## config.mk

```make
export PLATFORM = sky130hd
export DESIGN_NAME = fpa_seq_adder
export DESIGN_NICKNAME = d
export VERILOG_FILES = /design/src/rtl/fpa_pkg.sv /design/src/rtl/fpa_unpack.sv /design/src/rtl/fpa_rshift_sticky.sv /design/src/rtl/fpa_lzc.sv /design/src/rtl/fpa_round.sv /design/src/rtl/fpa_seq_adder.sv
export SDC_FILE = /design/constraint.sdc
export NUM_CORES = 1
export LEC_CHECK = 0
export BUFFER_PORTS_ARGS = -buffer_cell sky130_fd_sc_hd__buf_2
export CAP_MARGIN = 20
export CORE_MARGIN = 4
export CORE_UTILIZATION = 25
export DETAILED_ROUTE_END_ITERATION = 6
export PLACE_DENSITY_LB_ADDON = 0.25
export SLEW_MARGIN = 0
export SYNTH_ARGS = -nofsm -noshare
export SYNTH_HDL_FRONTEND = slang
export SYNTH_SLANG_ARGS = --single-unit
```

## constraint.sdc

```tcl
create_clock -name clk -period 6.4 [get_ports clk]
set_clock_uncertainty 0.05 [all_clocks]
set_input_delay 0.32 -clock clk [delete_from_list [all_inputs] [get_ports clk]]
set_output_delay 0.32 -clock clk [all_outputs]
set_load 0.03 [all_outputs]
```

## src/rtl/fpa_pkg.sv

```systemverilog
package fpa_pkg;
  localparam int EXP_W_DEF  = 8;
  localparam int FRAC_W_DEF = 23;

  typedef enum logic [2:0] {
    ST_IDLE,
    ST_ALIGN,
    ST_ADD,
    ST_NORM,
    ST_ROUND
  } fpa_state_t;
endpackage

```

## src/rtl/fpa_unpack.sv

```systemverilog
module fpa_unpack #(
  parameter int EW = 8,
  parameter int FW = 23
) (
  input  logic [EW+FW:0] word,
  output logic           sign,
  output logic [EW-1:0]  exp_eff,
  output logic [FW:0]    sig,
  output logic           is_inf,
  output logic           is_nan
);
  logic [EW-1:0] e_fld;
  logic [FW-1:0] f_fld;
  logic          e_zero;
  logic          e_full;

  assign sign    = word[EW+FW];
  assign e_fld   = word[EW+FW-1:FW];
  assign f_fld   = word[FW-1:0];
  assign e_zero  = (e_fld == '0);
  assign e_full  = &e_fld;
  // denormals: no hidden one, exponent treated as the minimum normal
  assign sig     = {~e_zero, f_fld};
  assign exp_eff = e_zero ? EW'(1) : e_fld;
  assign is_inf  = e_full & (f_fld == '0);
  assign is_nan  = e_full & (|f_fld);
endmodule

```

## src/rtl/fpa_rshift_sticky.sv

```systemverilog
module fpa_rshift_sticky #(
  parameter int W   = 28,
  parameter int SHW = 8
) (
  input  logic [W-1:0]   din,
  input  logic [SHW-1:0] amt,
  output logic [W-1:0]   dout
);
  logic [W-1:0] shifted;
  logic [W-1:0] lost;
  logic [31:0]  amt32;

  assign amt32 = 32'(amt);

  always_comb begin
    shifted = '0;
    lost    = '0;
    dout    = '0;
    if (amt32 >= 32'(W)) begin
      dout[0] = |din;
    end else begin
      shifted = din >> amt;
      lost    = din & ~({W{1'b1}} << amt);
      dout    = shifted;
      dout[0] = shifted[0] | (|lost);
    end
  end
endmodule

```

## src/rtl/fpa_lzc.sv

```systemverilog
module fpa_lzc #(
  parameter int W  = 27,
  parameter int CW = 5
) (
  input  logic [W-1:0]  din,
  output logic [CW-1:0] cnt
);
  always_comb begin
    cnt = CW'(W);
    for (int i = 0; i < W; i++) begin
      if (din[i]) cnt = CW'(W - 1 - i);
    end
  end
endmodule

```

## src/rtl/fpa_round.sv

```systemverilog
module fpa_round #(
  parameter int W = 28
) (
  input  logic [W-2:0] din,
  output logic [W-1:0] dout
);
  logic inc;

  // bit 3 = lsb, bit 2 = guard, bit 1 = round, bit 0 = sticky
  assign inc  = din[2] & (din[1] | din[0] | din[3]);
  assign dout = {({1'b0, din[W-2:3]} + {{(W-4){1'b0}}, inc}), 3'b000};
endmodule

```

## src/rtl/fpa_seq_adder.sv

```systemverilog
module fpa_seq_adder #(
  parameter int EXP_W  = fpa_pkg::EXP_W_DEF,
  parameter int FRAC_W = fpa_pkg::FRAC_W_DEF
) (
  input  logic                      clk,
  input  logic                      rst,
  input  logic                      start,
  input  logic                      subtract,
  input  logic [EXP_W+FRAC_W:0]     opa,
  input  logic [EXP_W+FRAC_W:0]     opb,
  output logic                      done,
  output logic [EXP_W+FRAC_W:0]     result,
  output logic                      exc_invalid,
  output logic                      exc_overflow,
  output logic                      exc_underflow
);
  import fpa_pkg::*;

  localparam int WORD_W = 1 + EXP_W + FRAC_W;
  localparam int SIG_W  = FRAC_W + 1;
  localparam int WORK_W = SIG_W + 4;
  localparam int EXPI_W = EXP_W + 2;
  localparam int LZ_W   = $clog2(WORK_W);
  localparam logic [EXP_W-1:0]  EXP_ONES = {EXP_W{1'b1}};
  localparam logic [EXPI_W-1:0] EXP_LIM  = EXPI_W'(EXP_ONES);
  localparam logic [WORD_W-1:0] QNAN     =
    {1'b0, EXP_ONES, 1'b1, {(FRAC_W-1){1'b0}}};

  fpa_state_t          state_q;
  logic [WORD_W-1:0]   a_q, b_q;
  logic                sub_q;
  logic                sign_q, effsub_q;
  logic [EXPI_W-1:0]   exp_q;
  logic [WORK_W-1:0]   big_q, sml_q, acc_q;

  // ---------------- unpack ----------------
  logic               sa, sb_raw, sb;
  logic [EXP_W-1:0]   ea, eb;
  logic [SIG_W-1:0]   ma, mb;
  logic               inf_a, inf_b, nan_a, nan_b;

  fpa_unpack #(.EW(EXP_W), .FW(FRAC_W)) u_unp_a (
    .word(a_q), .sign(sa), .exp_eff(ea), .sig(ma), .is_inf(inf_a), .is_nan(nan_a));
  fpa_unpack #(.EW(EXP_W), .FW(FRAC_W)) u_unp_b (
    .word(b_q), .sign(sb_raw), .exp_eff(eb), .sig(mb), .is_inf(inf_b), .is_nan(nan_b));

  assign sb = sb_raw ^ sub_q;

  // ---------------- align ----------------
  logic               a_big;
  logic [EXP_W-1:0]   big_e, sml_e, diff;
  logic [SIG_W-1:0]   big_m, sml_m;
  logic               big_s;
  logic [WORK_W-1:0]  sml_aligned;

  assign a_big = {ea, ma} >= {eb, mb};
  assign big_e = a_big ? ea : eb;
  assign sml_e = a_big ? eb : ea;
  assign big_m = a_big ? ma : mb;
  assign sml_m = a_big ? mb : ma;
  assign big_s = a_big ? sa : sb;
  assign diff  = big_e - sml_e;

  fpa_rshift_sticky #(.W(WORK_W), .SHW(EXP_W)) u_align (
    .din({1'b0, sml_m, 3'b000}), .amt(diff), .dout(sml_aligned));

  // ---------------- add ----------------
  logic [WORK_W-1:0] sum;
  assign sum = effsub_q ? (big_q - sml_q) : (big_q + sml_q);

  // ---------------- normalize ----------------
  logic [LZ_W-1:0]   lz;
  logic [EXPI_W-1:0] room, lz_x, lsh;

  fpa_lzc #(.W(WORK_W-1), .CW(LZ_W)) u_lzc (.din(acc_q[WORK_W-2:0]), .cnt(lz));

  assign room = exp_q - EXPI_W'(1);
  assign lz_x = EXPI_W'(lz);
  assign lsh  = (lz_x > room) ? room : lz_x;

  // ---------------- round ----------------
  logic [WORK_W-1:0] rnd;
  fpa_round #(.W(WORK_W)) u_round (.din(acc_q[WORK_W-2:0]), .dout(rnd));

  // ---------------- control ----------------
  always_ff @(posedge clk) begin
    if (rst) begin
      state_q       <= ST_IDLE;
      a_q           <= '0;
      b_q           <= '0;
      sub_q         <= 1'b0;
      sign_q        <= 1'b0;
      effsub_q      <= 1'b0;
      exp_q         <= '0;
      big_q         <= '0;
      sml_q         <= '0;
      acc_q         <= '0;
      done          <= 1'b0;
      result        <= '0;
      exc_invalid   <= 1'b0;
      exc_overflow  <= 1'b0;
      exc_underflow <= 1'b0;
    end else begin
      done <= 1'b0;
      case (state_q)
        ST_IDLE: begin
          if (start) begin
            a_q     <= opa;
            b_q     <= opb;
            sub_q   <= subtract;
            state_q <= ST_ALIGN;
          end
        end
        ST_ALIGN: begin
          if (nan_a || nan_b || (inf_a && inf_b && (sa != sb))) begin
            result        <= QNAN;
            {exc_invalid, exc_overflow, exc_underflow} <= 3'b100;
            done          <= 1'b1;
            state_q       <= ST_IDLE;
          end else if (inf_a || inf_b) begin
            result        <= {(inf_a ? sa : sb), EXP_ONES, {FRAC_W{1'b0}}};
            {exc_invalid, exc_overflow, exc_underflow} <= 3'b000;
            done          <= 1'b1;
            state_q       <= ST_IDLE;
          end else begin
            big_q    <= {1'b0, big_m, 3'b000};
            sml_q    <= sml_aligned;
            exp_q    <= EXPI_W'(big_e);
            sign_q   <= big_s;
            effsub_q <= sa ^ sb;
            state_q  <= ST_ADD;
          end
        end
        ST_ADD: begin
          if (sum == '0) begin
            result        <= {sign_q & ~effsub_q, {(WORD_W-1){1'b0}}};
            {exc_invalid, exc_overflow, exc_underflow} <= 3'b000;
            done          <= 1'b1;
            state_q       <= ST_IDLE;
          end else begin
            acc_q   <= sum;
            state_q <= ST_NORM;
          end
        end
        ST_NORM: begin
          if (acc_q[WORK_W-1]) begin
            acc_q <= {1'b0, acc_q[WORK_W-1:2], acc_q[1] | acc_q[0]};
            exp_q <= exp_q + EXPI_W'(1);
          end else begin
            acc_q <= acc_q << lsh;
            exp_q <= exp_q - lsh;
          end
          state_q <= ST_ROUND;
        end
        ST_ROUND: begin
          if (rnd[WORK_W-1]) begin
            acc_q   <= rnd;
            state_q <= ST_NORM;
          end else if (exp_q >= EXP_LIM) begin
            result        <= {sign_q, EXP_ONES, {FRAC_W{1'b0}}};
            {exc_invalid, exc_overflow, exc_underflow} <= 3'b010;
            done          <= 1'b1;
            state_q       <= ST_IDLE;
          end else begin
            result        <= {sign_q, (rnd[WORK_W-2] ? exp_q[EXP_W-1:0] : {EXP_W{1'b0}}),
                              rnd[WORK_W-3:3]};
            {exc_invalid, exc_overflow, exc_underflow} <= {2'b00, ~rnd[WORK_W-2]};
            done          <= 1'b1;
            state_q       <= ST_IDLE;
          end
        end
        default: state_q <= ST_IDLE;
      endcase
    end
  end

  // ---------------- assertions ----------------
  p_done_pulse_r10: assert property (@(posedge clk) disable iff (rst)
    done |=> !done);

  p_hold_result_r10: assert property (@(posedge clk) disable iff (rst)
    !done |-> $stable(result) && $stable(exc_invalid) && $stable(exc_overflow));

  p_nan_canon_r7: assert property (@(posedge clk) disable iff (rst)
    (done && exc_invalid) |-> (result == QNAN));

  p_ovf_inf_r6: assert property (@(posedge clk) disable iff (rst)
    (done && exc_overflow) |-> (result[WORD_W-2:0] == {EXP_ONES, {FRAC_W{1'b0}}}));

  p_udf_tiny_r4: assert property (@(posedge clk) disable iff (rst)
    (done && exc_underflow) |->
      (result[WORD_W-2:FRAC_W] == '0) && (result[FRAC_W-1:0] != '0));

  p_norm_form_r5: assert property (@(posedge clk) disable iff (rst)
    (state_q == ST_ROUND) |->
      !acc_q[WORK_W-1] && (acc_q[WORK_W-2] || (exp_q == EXPI_W'(1))));
endmodule

```

==> impl_metrics.py <==
metrics = {
    "setup_path": {
        "arrival_ns": 6.21,
        "cp-end-kind": "flip-flop",
        "crit_path_top_delay_cell": "dfxtp_1",
        "crit_family": "compound AO/OA/AOI/OAI gates",
        "cp_max_fo": 11,
        "r2r_cells": 28,
        "r2r-start": "acc_q[10]",
        "timing.rr.end": "exp_q[9]",
        "path_buf_inv": 0,
        "critPathLaunchType": "flip-flop",
        "critPathMaxStageDelay_ns": 0.58,
        "cp_common_cell": "a21oi_1",
        "ff2ff_setup_slack_ns": 0.51,
        "crit_required_ns": 6.72,
        "worstSetupPathType": "flip-flop to flip-flop",
    },
    "route": {
        "dr_wl_met3_mm": 3.546,
        "vias_per_cell": 5.402,
        "wl_mm": 71.89,
        "route.detailed.drc": 0,
        "wl_per_cell_um": 20.61,
        "dr_total_vias": 18840,
        "wl_met2_mm": 33.04,
        "drt_first_pass_iters": 5,
        "wl_met1_mm": 32.97,
        "ant_nets": 0,
        "drtIter0Drc": 1814,
        "highest_layer": "met4",
    },
    "cells_and_area": {
        "drive_above_1_share": 0.1306,
        "diodes": 0,
        "areaGrowthSynthToFinish_pct": 17.30,
        "fin_area_um2": 20500,
        "num-nets-final": 2714,
    },
    "sta": {
        "worst-slew-pin-transition_ns": 1.046,
        "max-slew-margin-rel": 0.3004,
        "period_share": 0.9201,
        "max_freq_mhz": 169.8,
        "rsz0062_at_grt": "false",
        "hold_violations": 0,
        "fin_setup_tns_ns": 0,
        "fin_hold_ws_ns": 0.02705,
        "slew_viol_final": 0,
        "setup_viol": 0,
        "finalCriticalPeriod_ns": 5.889,
    },
    "placed_design": {
        "dp_hpwl_mm": 55.50,
        "gp_congestion": 0.9738,
        "portBuffers": 103,
        "post_dp_cell_area_um2": 19260,
    },
    "hold_path": {
        "hold_class": "input port to flip-flop",
        "holdPathStages": 3,
        "min_to": "b_q[19]",
        "hold_start": "opb[19]",
    },
    "logic_synthesis": {
        "synth-seq-cells": 195,
        "ys_warn_count": 0,
        "syn-cell-area_um2": 17480,
        "async_flop_share": 0,
        "yosys.area.top_type_share": 0.2233,
        "syn_inst": 2452,
        "ys_seq_area_frac": 0.2233,
        "yosysTopAreaCell": "dfxtp_1",
        "yosys-top-cells-area": "dfxtp_1 (22%), nand2_1 (8.1%), a21oi_1 (7.7%)",
        "synth_cell_types": 98,
        "syn_nets": 2622,
        "syn_area_per_cell_um2": 7.129,
        "ys.flop_type": "dfxtp_1",
        "synth-edff-count": 0,
    },
    "clocking": {
        "cts.sink_count": 195,
        "cts_root_buf": "clkbuf_16",
        "cts_tree": "built",
        "cts_buffer_depth": 2,
        "cts.clk_slew.worst_paths_ns": 0.08,
        "htreeDepth": 4,
        "clock_latency_ns": 0.51,
        "cts_buffers": 17,
    },
    "power": {
        "p_total_mw": 6.327,
        "irDropWorstVdd_v": 0.0001842,
        "p_leak_nw": 7.954,
        "p_per_area_nw_per_um2": 308.6,
    },
    "global_routing": {
        "grt_pass1_vias": 18080,
        "antenna_found_initial": 1,
        "grt_util_all_layers": 0.1897,
        "grt_pass1_wl_mm": 110.9,
        "grt_overflow_total": 0,
        "grt_max_degree": 72,
    },
    "floorplanning": {
        "ioPinCount": 104,
        "fp.coreArea_um2": 68950,
        "die_y_um": 272.4,
        "dieArea_um2": 74210,
        "die_w_um": 272.4,
        "start_util": 0.2535,
        "rows": 96,
    },
    "flow_run": {
        "drv_cap": 0,
    },
    "status": {
        "outcome": "complete, no violations",
    },
}
-- placed cells by master, fill, tap and decap left out, drive strengths merged, types with 23 or more instances in the layout --
cell and count:
or3b 25, o211ai 41, dlygate4sd3 60, nor2 201, buf 205, ha 100, inv 137, o21ai 111
nor4 25, mux2i 92, nor3 60, nand3 57, nand2 379, o22ai 23, a21oi 268, a211oi 39
a311oi 44, xnor2 42, dfxtp 195
-- through the flow --
step	cells	util	setup slack (ns)
floorplan	2452	-	0.05967
global placement	3393	0.2792	0.2100
detailed placement	3394	0.2794	0.1494
CTS	3486	0.2967	0.1168
global route	3488	0.2974	0.04641
finish	3488	0.2974	0.5111
-- sequential cells by signal, indices dropped and copies added, names as in the netlist, 3 cells and up --
| signal | flops |
|---|---|
| big_q | 24 |
| a_q | 32 |
| b_q | 32 |
| result | 32 |
| acc_q | 28 |
| sml_q | 27 |
| state_q | 3 |
| exp_q | 10 |
-- how the worst max path moves through the flow --
| stage | startpoint | to | slack [ns] | depth (start not counted) |
|---|---|---|---|---|
| finish | acc_q[10] | exp_q[9] | 0.51 | 28 |
| global route | acc_q[10] | exp_q[9] | 0.05 | 30 |
| CTS | acc_q[1] | exp_q[9] | 0.12 | 31 |
| detailed placement | acc_q[1] | exp_q[9] | 0.15 | 31 |
| global placement | acc_q[1] | exp_q[9] | 0.21 | 30 |
| floorplan | b_q[24] | sml_q[19] | 0.06 | 25 |
-- metal layers --
metal  vias to the layer above  GRT usage
li1                       9061          -
met1                      9043     0.2567
met2                       636     0.3101
met3                       103    0.02511
met4                         0    0.06630
met5                         -          0
-- cell families after synthesis --
family	synth area share
adders and majority gates	0.07387
buffers and inverters	0.07402
DFF	0.2233
and+or+nand+nor	0.2351
xor gates and xnor gates	0.03150
muxes	0.06621
AOI/OAI and AO/OA	0.2960
-- timing repair --
| item | in CTS | in global routing |
|---|---|---|
| buffers inserted | 0 | 2 |
| setup endpoints to repair | 0 | 3 |
| endpoints found under the hold margin | 60 | 0 |
| hold buffers | 60 | 0 |
| gates resized for setup | 0 | 11 |
-- power breakdown --
part / leakage [nW] / switching, mW / internal, mW
combinational: 6.07 / 2.38 / 1.38
sequential: 1.59 / 0.127 / 1.29
clock: 0.290 / 0.597 / 0.558
total: 7.95 / 3.10 / 3.22
-- worst reg2reg max path, delay by kind of cell (launching register included) --
| family | cells | cell delay, ns |
|---|---|---|
| AO/OA/AOI/OAI | 18 | 3.28 |
| adder cells (fa/ha/maj) | 3 | 0.89 |
| AND/OR/NAND/NOR | 6 | 0.81 |
| flip-flops | 1 | 0.58 |
| XOR/XNOR | 1 | 0.17 |
-- synthesized netlist by cell type, types with 10 or more instances --
master and n:
ha_1 100, o31ai_1 17, and3_1 15, nand2_1 379, nand2b_1 20, o21a_1 16, clkbuf_1 132, xor2_1 20
a22oi_1 22, inv_1 127, mux2_2 15, a21o_1 22, and2_1 19, a21oi_1 268, a311oi_2 10, a22o_1 12
mux2i_1 92, nor2b_1 17, nand3_1 57, o21ai_0 108, nor4_1 23, buf_2 40, xnor2_1 41, nor2_1 201
a211oi_1 33, nor3_1 58, or3_1 11, dfxtp_1 195, o22ai_1 23, a31oi_1 22, o211ai_1 40, a221oi_1 19
or3b_2 24, nand4_1 22, o21bai_1 18, buf_1 14, a311oi_1 34
-- final cells by class --
class / instances / area (µm²)
Inverter: 129 / 484.2
Multi-Input combinational cell: 1936 / 12380
Fill cell: 7565 / 48440
Tap cell: 931 / 1165
Timing Repair Buffer: 265 / 1979
Clock buffer: 18 / 429.2
Sequential cell: 195 / 3905
Clock inverter: 14 / 163.9
(Power assumes the default switching activity.)
